`src/rtl/stk_pkg.sv`:
```
package stk_pkg;
  typedef enum logic [4:0] {
    OP_NOP   = 5'd0,
    OP_LIT   = 5'd1,
    OP_ADD   = 5'd2,
    OP_SUB   = 5'd3,
    OP_AND   = 5'd4,
    OP_OR    = 5'd5,
    OP_XOR   = 5'd6,
    OP_NOT   = 5'd7,
    OP_DUP   = 5'd8,
    OP_DROP  = 5'd9,
    OP_SWAP  = 5'd10,
    OP_LOAD  = 5'd11,
    OP_STORE = 5'd12,
    OP_JMP   = 5'd13,
    OP_JZ    = 5'd14,
    OP_MUL   = 5'd15,
    OP_PUSHR = 5'd16,
    OP_HALT  = 5'd17
  } op_e;
endpackage

```
`src/rtl/stk_fetch.sv`:
```
// Fetch pointer, one-word prefetch buffer and the slot queue of the current word.
module stk_fetch #(
  parameter int W     = 32,
  parameter int IAW   = 8,
  parameter int SLOTS = 6,
  parameter int OPW   = 5
) (
  input  logic           clk,
  input  logic           rst,
  input  logic           run,
  input  logic           take_slot,
  input  logic           take_lit,
  input  logic           redirect,
  input  logic [IAW-1:0] target,
  output logic           imem_en,
  output logic [IAW-1:0] imem_addr,
  input  logic [W-1:0]   imem_data,
  output logic           slot_valid,
  output logic [OPW-1:0] slot_op,
  output logic           lit_valid,
  output logic [W-1:0]   lit_word
);
  localparam int QW = SLOTS * OPW;
  localparam int CW = $clog2(SLOTS + 1);

  logic [IAW-1:0] fpc;
  logic           infl;
  logic [W-1:0]   nbuf;
  logic           nbuf_v;
  logic [QW-1:0]  cur;
  logic [CW-1:0]  cnt;
  logic           refill;

  // A request is made only when the buffer is empty and nothing is in flight.
  assign imem_en    = run && !infl && !nbuf_v;
  assign imem_addr  = fpc;
  assign slot_valid = (cnt != '0);
  assign slot_op    = cur[OPW-1:0];
  assign lit_valid  = nbuf_v;
  assign lit_word   = nbuf;
  assign refill     = (cnt == '0) && nbuf_v;

  always_ff @(posedge clk) begin
    if (rst) begin
      fpc    <= '0;
      infl   <= 1'b0;
      nbuf   <= '0;
      nbuf_v <= 1'b0;
      cur    <= '0;
      cnt    <= '0;
    end else if (redirect) begin
      fpc    <= target;
      infl   <= 1'b0;
      nbuf_v <= 1'b0;
      cnt    <= '0;
    end else begin
      if (infl) begin
        nbuf   <= imem_data;
        nbuf_v <= 1'b1;
        infl   <= 1'b0;
      end
      if (imem_en) begin
        fpc  <= fpc + 1'b1;
        infl <= 1'b1;
      end
      if (take_lit || refill) nbuf_v <= 1'b0;
      if (refill) begin
        cur <= nbuf[QW-1:0];
        cnt <= CW'(SLOTS);
      end else if (take_slot) begin
        cur <= cur >> OPW;
        cnt <= cnt - 1'b1;
      end
    end
  end
endmodule

```
`src/rtl/stk_stack.sv`:
```
// Data stack held in a small register array; top and second entries read out.
module stk_stack #(
  parameter int W     = 32,
  parameter int DEPTH = 16,
  localparam int SPW  = $clog2(DEPTH + 1)
) (
  input  logic           clk,
  input  logic           rst,
  input  logic [1:0]     pop_cnt,
  input  logic           push,
  input  logic [W-1:0]   push_val,
  input  logic           swap,
  output logic [W-1:0]   tos,
  output logic [W-1:0]   nos,
  output logic [SPW-1:0] depth
);
  localparam int IW = $clog2(DEPTH);

  logic [W-1:0]   mem [DEPTH];
  logic [SPW-1:0] sp;
  logic [SPW-1:0] base;
  logic [SPW-1:0] sp_m1;
  logic [SPW-1:0] sp_m2;

  assign sp_m1 = sp - SPW'(1);
  assign sp_m2 = sp - SPW'(2);
  assign base  = sp - SPW'(pop_cnt);
  assign tos   = mem[IW'(sp_m1)];
  assign nos   = mem[IW'(sp_m2)];
  assign depth = sp;

  always_ff @(posedge clk) begin
    if (rst) sp <= '0;
    else     sp <= base + SPW'(push);
  end

  always_ff @(posedge clk) begin
    if (push) mem[IW'(base)] <= push_val;
    if (swap) begin
      mem[IW'(sp_m1)] <= nos;
      mem[IW'(sp_m2)] <= tos;
    end
  end
endmodule

```
`src/rtl/stk_mul.sv`:
```
// Shift-and-add multiplier, one partial product per cycle, W cycles per product.
module stk_mul #(
  parameter int W = 32
) (
  input  logic         clk,
  input  logic         rst,
  input  logic         start,
  input  logic [W-1:0] a,
  input  logic [W-1:0] b,
  output logic         busy,
  output logic         valid,
  output logic [W-1:0] result
);
  localparam int LW = $clog2(W + 1);

  logic [W-1:0]  acc;
  logic [W-1:0]  mc;
  logic [W-1:0]  mp;
  logic [LW-1:0] left;

  assign busy   = (left != '0);
  assign result = acc;

  always_ff @(posedge clk) begin
    if (rst) begin
      acc   <= '0;
      mc    <= '0;
      mp    <= '0;
      left  <= '0;
      valid <= 1'b0;
    end else if (start) begin
      acc   <= '0;
      mc    <= a;
      mp    <= b;
      left  <= LW'(W);
      valid <= 1'b0;
    end else if (busy) begin
      if (mp[0]) acc <= acc + mc;
      mc   <= mc << 1;
      mp   <= mp >> 1;
      left <= left - 1'b1;
      if (left == LW'(1)) valid <= 1'b1;
    end
  end
endmodule

```
`src/rtl/stk_core.sv`:
```
module stk_core
  import stk_pkg::*;
#(
  parameter int W     = 32,
  parameter int IAW   = 8,
  parameter int DAW   = 8,
  parameter int DEPTH = 16,
  parameter int SLOTS = 6,
  parameter int OPW   = 5,
  localparam int SPW  = $clog2(DEPTH + 1)
) (
  input  logic           clk,
  input  logic           rst,
  output logic           imem_en,
  output logic [IAW-1:0] imem_addr,
  input  logic [W-1:0]   imem_data,
  output logic           dmem_re,
  output logic           dmem_we,
  output logic [DAW-1:0] dmem_addr,
  output logic [W-1:0]   dmem_wdata,
  input  logic [W-1:0]   dmem_rdata,
  output logic           halted,
  output logic           fault,
  output logic [SPW-1:0] depth,
  output logic [W-1:0]   tos
);
  logic           slot_valid, lit_valid;
  logic [OPW-1:0] slot_op;
  logic [W-1:0]   lit_word, nos;
  logic           take_slot, take_lit, redirect;
  logic [1:0]     pop_cnt;
  logic           push, swap;
  logic [W-1:0]   push_val;
  logic           mul_start, mul_busy, mul_valid;
  logic [W-1:0]   mul_res;
  logic [1:0]     ld_st;

  op_e        op;
  logic [1:0] need, pops;
  logic       grow, wr, sw, br, st, ld, mgo, hlt, hold;
  logic [W-1:0] val;
  logic       active, bad, exec;

  stk_fetch #(.W(W), .IAW(IAW), .SLOTS(SLOTS), .OPW(OPW)) u_fetch (
    .clk(clk), .rst(rst), .run(!halted),
    .take_slot(take_slot), .take_lit(take_lit),
    .redirect(redirect), .target(tos[IAW-1:0]),
    .imem_en(imem_en), .imem_addr(imem_addr), .imem_data(imem_data),
    .slot_valid(slot_valid), .slot_op(slot_op),
    .lit_valid(lit_valid), .lit_word(lit_word)
  );

  stk_stack #(.W(W), .DEPTH(DEPTH)) u_stack (
    .clk(clk), .rst(rst), .pop_cnt(pop_cnt), .push(push),
    .push_val(push_val), .swap(swap), .tos(tos), .nos(nos), .depth(depth)
  );

  stk_mul #(.W(W)) u_mul (
    .clk(clk), .rst(rst), .start(mul_start), .a(nos), .b(tos),
    .busy(mul_busy), .valid(mul_valid), .result(mul_res)
  );

  assign op = op_e'(slot_op);

  always_comb begin
    need = 2'd0; pops = 2'd0; grow = 1'b0; wr = 1'b0; val = '0;
    sw = 1'b0; br = 1'b0; st = 1'b0; ld = 1'b0; mgo = 1'b0;
    hlt = 1'b0; hold = 1'b0;
    case (op)
      OP_LIT:   begin grow = 1'b1; wr = 1'b1; val = lit_word; hold = !lit_valid; end
      OP_ADD:   begin need = 2'd2; pops = 2'd2; wr = 1'b1; val = nos + tos; end
      OP_SUB:   begin need = 2'd2; pops = 2'd2; wr = 1'b1; val = nos - tos; end
      OP_AND:   begin need = 2'd2; pops = 2'd2; wr = 1'b1; val = nos & tos; end
      OP_OR:    begin need = 2'd2; pops = 2'd2; wr = 1'b1; val = nos | tos; end
      OP_XOR:   begin need = 2'd2; pops = 2'd2; wr = 1'b1; val = nos ^ tos; end
      OP_NOT:   begin need = 2'd1; pops = 2'd1; wr = 1'b1; val = ~tos; end
      OP_DUP:   begin need = 2'd1; grow = 1'b1; wr = 1'b1; val = tos; end
      OP_DROP:  begin need = 2'd1; pops = 2'd1; end
      OP_SWAP:  begin need = 2'd2; sw = 1'b1; end
      OP_LOAD:  begin need = 2'd1; pops = 2'd1; ld = 1'b1; end
      OP_STORE: begin need = 2'd2; pops = 2'd2; st = 1'b1; end
      OP_JMP:   begin need = 2'd1; pops = 2'd1; br = 1'b1; end
      OP_JZ:    begin need = 2'd2; pops = 2'd2; br = (nos == '0); end
      OP_MUL:   begin need = 2'd2; pops = 2'd2; mgo = 1'b1; hold = mul_busy; end
      OP_PUSHR: begin grow = 1'b1; wr = 1'b1; val = mul_res; hold = !mul_valid; end
      OP_HALT:  hlt = 1'b1;
      default:  ;
    endcase
  end

  assign active    = !halted && (ld_st == 2'd0) && slot_valid;
  assign bad       = (depth < SPW'(need)) || (grow && (depth == SPW'(DEPTH)));
  assign exec      = active && !bad && !hold;
  assign take_slot = exec;
  assign take_lit  = exec && (op == OP_LIT);
  assign redirect  = exec && br;
  assign mul_start = exec && mgo;

  // A returning load owns the stack port; no slot runs while a load waits.
  always_comb begin
    if (ld_st == 2'd1) begin
      pop_cnt = 2'd0; push = 1'b1; push_val = dmem_rdata; swap = 1'b0;
    end else begin
      pop_cnt  = exec ? pops : 2'd0;
      push     = exec && wr;
      push_val = val;
      swap     = exec && sw;
    end
  end

  always_ff @(posedge clk) begin
    if (rst) begin
      halted     <= 1'b0;
      fault      <= 1'b0;
      ld_st      <= 2'd0;
      dmem_we    <= 1'b0;
      dmem_re    <= 1'b0;
      dmem_addr  <= '0;
      dmem_wdata <= '0;
    end else begin
      dmem_we <= exec && st;
      dmem_re <= exec && ld;
      if (exec && (st || ld)) begin
        dmem_addr  <= tos[DAW-1:0];
        dmem_wdata <= nos;
      end
      if (active && bad) begin
        fault  <= 1'b1;
        halted <= 1'b1;
      end else if (exec && hlt) begin
        halted <= 1'b1;
      end
      if (exec && ld)          ld_st <= 2'd2;
      else if (ld_st != 2'd0)  ld_st <= ld_st - 2'd1;
    end
  end
endmodule

```
`config.mk`:
```
export PLATFORM = sky130hd
export DESIGN_NAME = stk_core
export DESIGN_NICKNAME = d
export VERILOG_FILES = /design/src/rtl/stk_pkg.sv /design/src/rtl/stk_fetch.sv /design/src/rtl/stk_stack.sv /design/src/rtl/stk_mul.sv /design/src/rtl/stk_core.sv
export SDC_FILE = /design/constraint.sdc
export NUM_CORES = 2
export LEC_CHECK = 0
export ABC_AREA = 1
export BUFFER_PORTS_ARGS = -buffer_cell sky130_fd_sc_hd__buf_2
export CAP_MARGIN = 20
export CORE_MARGIN = 2
export CORE_UTILIZATION = 30
export CTS_BUF_LIST = sky130_fd_sc_hd__clkbuf_2 sky130_fd_sc_hd__clkbuf_4 sky130_fd_sc_hd__clkbuf_8
export DETAILED_ROUTE_END_ITERATION = 8
export PLACE_DENSITY_LB_ADDON = 0.08
export SYNTH_ARGS = -nofsm -noshare
export SYNTH_HDL_FRONTEND = slang
export SYNTH_SLANG_ARGS = --single-unit
```
`constraint.sdc`:
```
create_clock -name clk -period 19.1 [get_ports clk]
set_clock_uncertainty 0.05 [all_clocks]
set_input_delay 3.82 -clock clk [delete_from_list [all_inputs] [get_ports clk]]
set_output_delay 3.82 -clock clk [all_outputs]
set_load 0.02 [all_outputs]
```
==> results.ini <==
[yosys]
synth_area_mm2 = 0.0487
syn_nets = 7011
synth-simple-area-share = 0.248
async_reset_ff_frac = 0
synth_xor_area_frac = 0.0122
synthFlopType = edfxtp_1
synth_edf_count = 512
synth-seq-cells = 741
ys_types = 59
synth_area_per_cell_um2 = 7.16
synth_top_area_share = 0.316
synth_compound_area_frac = 0.187
yosysWarnings = 0
synth.area.mux_share = 0.000617
ys_seq_area_frac = 0.410
synth_cells = 6795
yosysMostFrequentCell = nand2_1
yosys.area_share.adder = 0.0390
synth_top_family_by_area = simple AND/OR/NAND/NOR gates
netlist_top_cells_area = edfxtp_1 32%, nand2_1 16%, dfxtp_1 9.4%
synth_commonest_cells = 2053 x nand2_1, 832 x o21ai_0, 637 x inv_1
synth.largest_area_cell = edfxtp_1

[critical_path]
slowest_stage = dfxtp_4
rrSetupSlack_ns = 9.55
critPathBufInv = 4
startpoint_type = register
cp.arrival_ns = 5.88
startpoint = u_stack.depth[0]
rr_worst_depth = 33
path_depth = 9
crit_chain = clkinv_8 -> ha_4 -> inv_6 -> buf_4 -> nand3_1 -> nand3_1 -> nand3_1 -> nand2_1 -> buf_2
reg2reg_to = u_stack.mem[6][30]
critPathMostFrequentCell = nand3_1
critPathMaxStageDelay_ns = 0.81
crit_end = tos[13]
path_class = register to output port
r2r-start = u_stack.depth[0]
crit_path_end_kind = output port
cp_top_family = buffers and inverters
worst-path-max-fanout = 100
cp_data_required_time_ns = 15.23

[pwr]
vdd_ir_drop_max_mv = 0.0616
leakage_uw = 0.0218
total_power_uw = 5730
power_per_cell_area_mw_per_mm2 = 106

[sta]
fin_crit_sh = 0.511
drv_slew = 0
whs_ns = 0.391
setup_viol = 0
max_slew_margin = 0.226
rsz0062_at_grt = no
hold_viol = 0
clock.fmax_mhz = 103
tightest_slew_ns = 1.16
timing.setup.tns_ns = 0
period_minus_slack_ns = 9.75

[grt]
grt_max_degree = 219
antenna_found_initial = 12
grt_use_total = 0.281
grt_pass1_vias = 45200
overflow = 0
grt_pass1_wl_mm = 333

[floorplan]
start_util = 0.303
core-area_mm2 = 0.161
row_count = 147
ioPinCount = 156
die_h_um = 407
die_w_um = 407
die-area_mm2 = 0.165

[clock_tree]
postCtsSetupRepairBufs = 0
ctsHtreeMaxLevel = 4
clk_latency_ns = 0.90
cts_num_sinks = 741
holdBufCountCts = 0
numCtsBuffers = 148
cts-root-buf = clkbuf_8
tritoncts = built
cts_buffer_depth = 3
cts_resized = 0
clk_pin_slew_worst_paths_ns = 0.06

[cells_and_area]
final_area_mm2 = 0.0538
drive_above_1_share = 0.0913
areaGrowthSynthToFinish_pct = 10.6
fill_cells = 17300
nNetsFinal = 6956

[placement]
portBuffers = 155
gpl.final_weighted_congestion = 0.911
dp_hpwl_mm = 156
place_area_mm2 = 0.0510

[run]
maxCapViolCount = 0

[route]
drt-initial-drc-count = 4746
drc = 0
vias = 48000
routed_wl_mm = 236
ant_nets = 0
drt-pass1-iter-count = 8
avgViaCountPerCell = 5.34
wl_per_cell_um = 26.2

[status]
status = completed

[worst_hold_path]
hold_class = register to register

==> cell usage in the layout (no fill, tap or decap), drive strengths merged, types with 63 or more instances in the layout <==
| cell | synthesis | final |
|---|---|---|
| nand2 | 2069 | 2069 |
| o21ai | 964 | 964 |
| inv | 662 | 658 |
| edfxtp | 512 | 512 |
| a21oi | 496 | 496 |
| nand3 | 463 | 463 |
| nor2 | 326 | 326 |
| buf | 225 | 290 |
| dfxtp | 229 | 229 |
| clkbuf | 270 | 212 |
| ha | 147 | 147 |
| o211ai | 63 | 63 |
==> stage by stage <==
step | setup WS [ns] | utilization | instances
5_1_grt | 8.90 | 0.335 | 8998
4_1_cts | 9.30 | 0.335 | 8997
2_1_floorplan | 11.95 | - | 6795
6_report | 9.35 | 0.335 | 8999
3_5_place_dp | 9.79 | 0.317 | 8750
3_3_place_gp | 9.81 | 0.317 | 8750
==> metal layers <==
metal  track usage  wire length [um]  vias up
li1              -                 -    22500
met1         0.369            101000    23200
met2         0.458            108000     1871
met3        0.0407             15900      441
met4         0.122             10900        2
met5             0                11        -
==> worst register-to-register path, delay by kind of cell (launching register included) <==
kind                       cells  cell delay (ns)
AOI/OAI and AO/OA              5             0.85
xor gates and xnor gates       2             0.63
buffers and inverters          4             2.28
DFF                            1             0.81
adders and majority gates      3             1.21
and+or+nand+nor               19             3.45
==> power by group <==
group / leakage (uW) / switching [uW] / internal, uW / total, uW
sequential: 0.00647 / 29.5 / 1750 / 1780
clock: 0.00149 / 769 / 896 / 1660
combinational: 0.0138 / 1800 / 493 / 2290
total: 0.0218 / 2600 / 3140 / 5730
==> cells by family (layout without fill, tap and decap cells) <==
kind of cell               Yosys count  after routing
adders and majority gates          150            150
muxes                                3              3
buffers and inverters             1174           1216
xor gates and xnor gates            67             67
other                                0              2
and+or+nand+nor                   2972           2972
AOI/OAI and AO/OA                 1688           1688
DFF                                741            741
==> registers in the layout, indices dropped and copies added (netlist names), 2 cells and up <==
name               cells
u_mul.left             6
u_fetch.cnt            3
dmem_wdata            32
u_mul.mp              32
u_stack.mem          512
u_fetch.lit_word      32
u_mul.result          32
u_stack.depth          5
u_fetch.imem_addr      8
u_fetch.cur           30
u_mul.mc              32
dmem_addr              8
ld_st                  2
==> layout make-up <==
| class | instances | area, um2 | area share |
|---|---|---|---|
| Multi-Input combinational cell | 4880 | 23900 | 0.444 |
| Sequential cell | 741 | 20000 | 0.371 |
| Tap cell | 2160 | 2700 | 0.0502 |
| Clock buffer | 212 | 2610 | 0.0484 |
| Inverter | 679 | 2570 | 0.0478 |
| Timing Repair Buffer | 290 | 1820 | 0.0337 |
| Clock inverter | 35 | 241 | 0.00449 |
| Antenna cell | 2 | 5.00 | 0.0000930 |
==> worst min-delay path by stage <==
stage / from / to / slack (ns) / cells after the start
2_1_floorplan: ld_st[0] / ld_st[0] / 0.37 / 1
3_3_place_gp: ld_st[0] / ld_st[0] / 0.38 / 1
3_5_place_dp: ld_st[0] / ld_st[0] / 0.39 / 1
4_1_cts: ld_st[0] / ld_st[0] / 0.40 / 1
5_1_grt: u_fetch.cur[10] / u_fetch.cur[10] / 0.43 / 2
6_report: ld_st[0] / ld_st[0] / 0.39 / 1
Power figures use the tool's default switching activity.
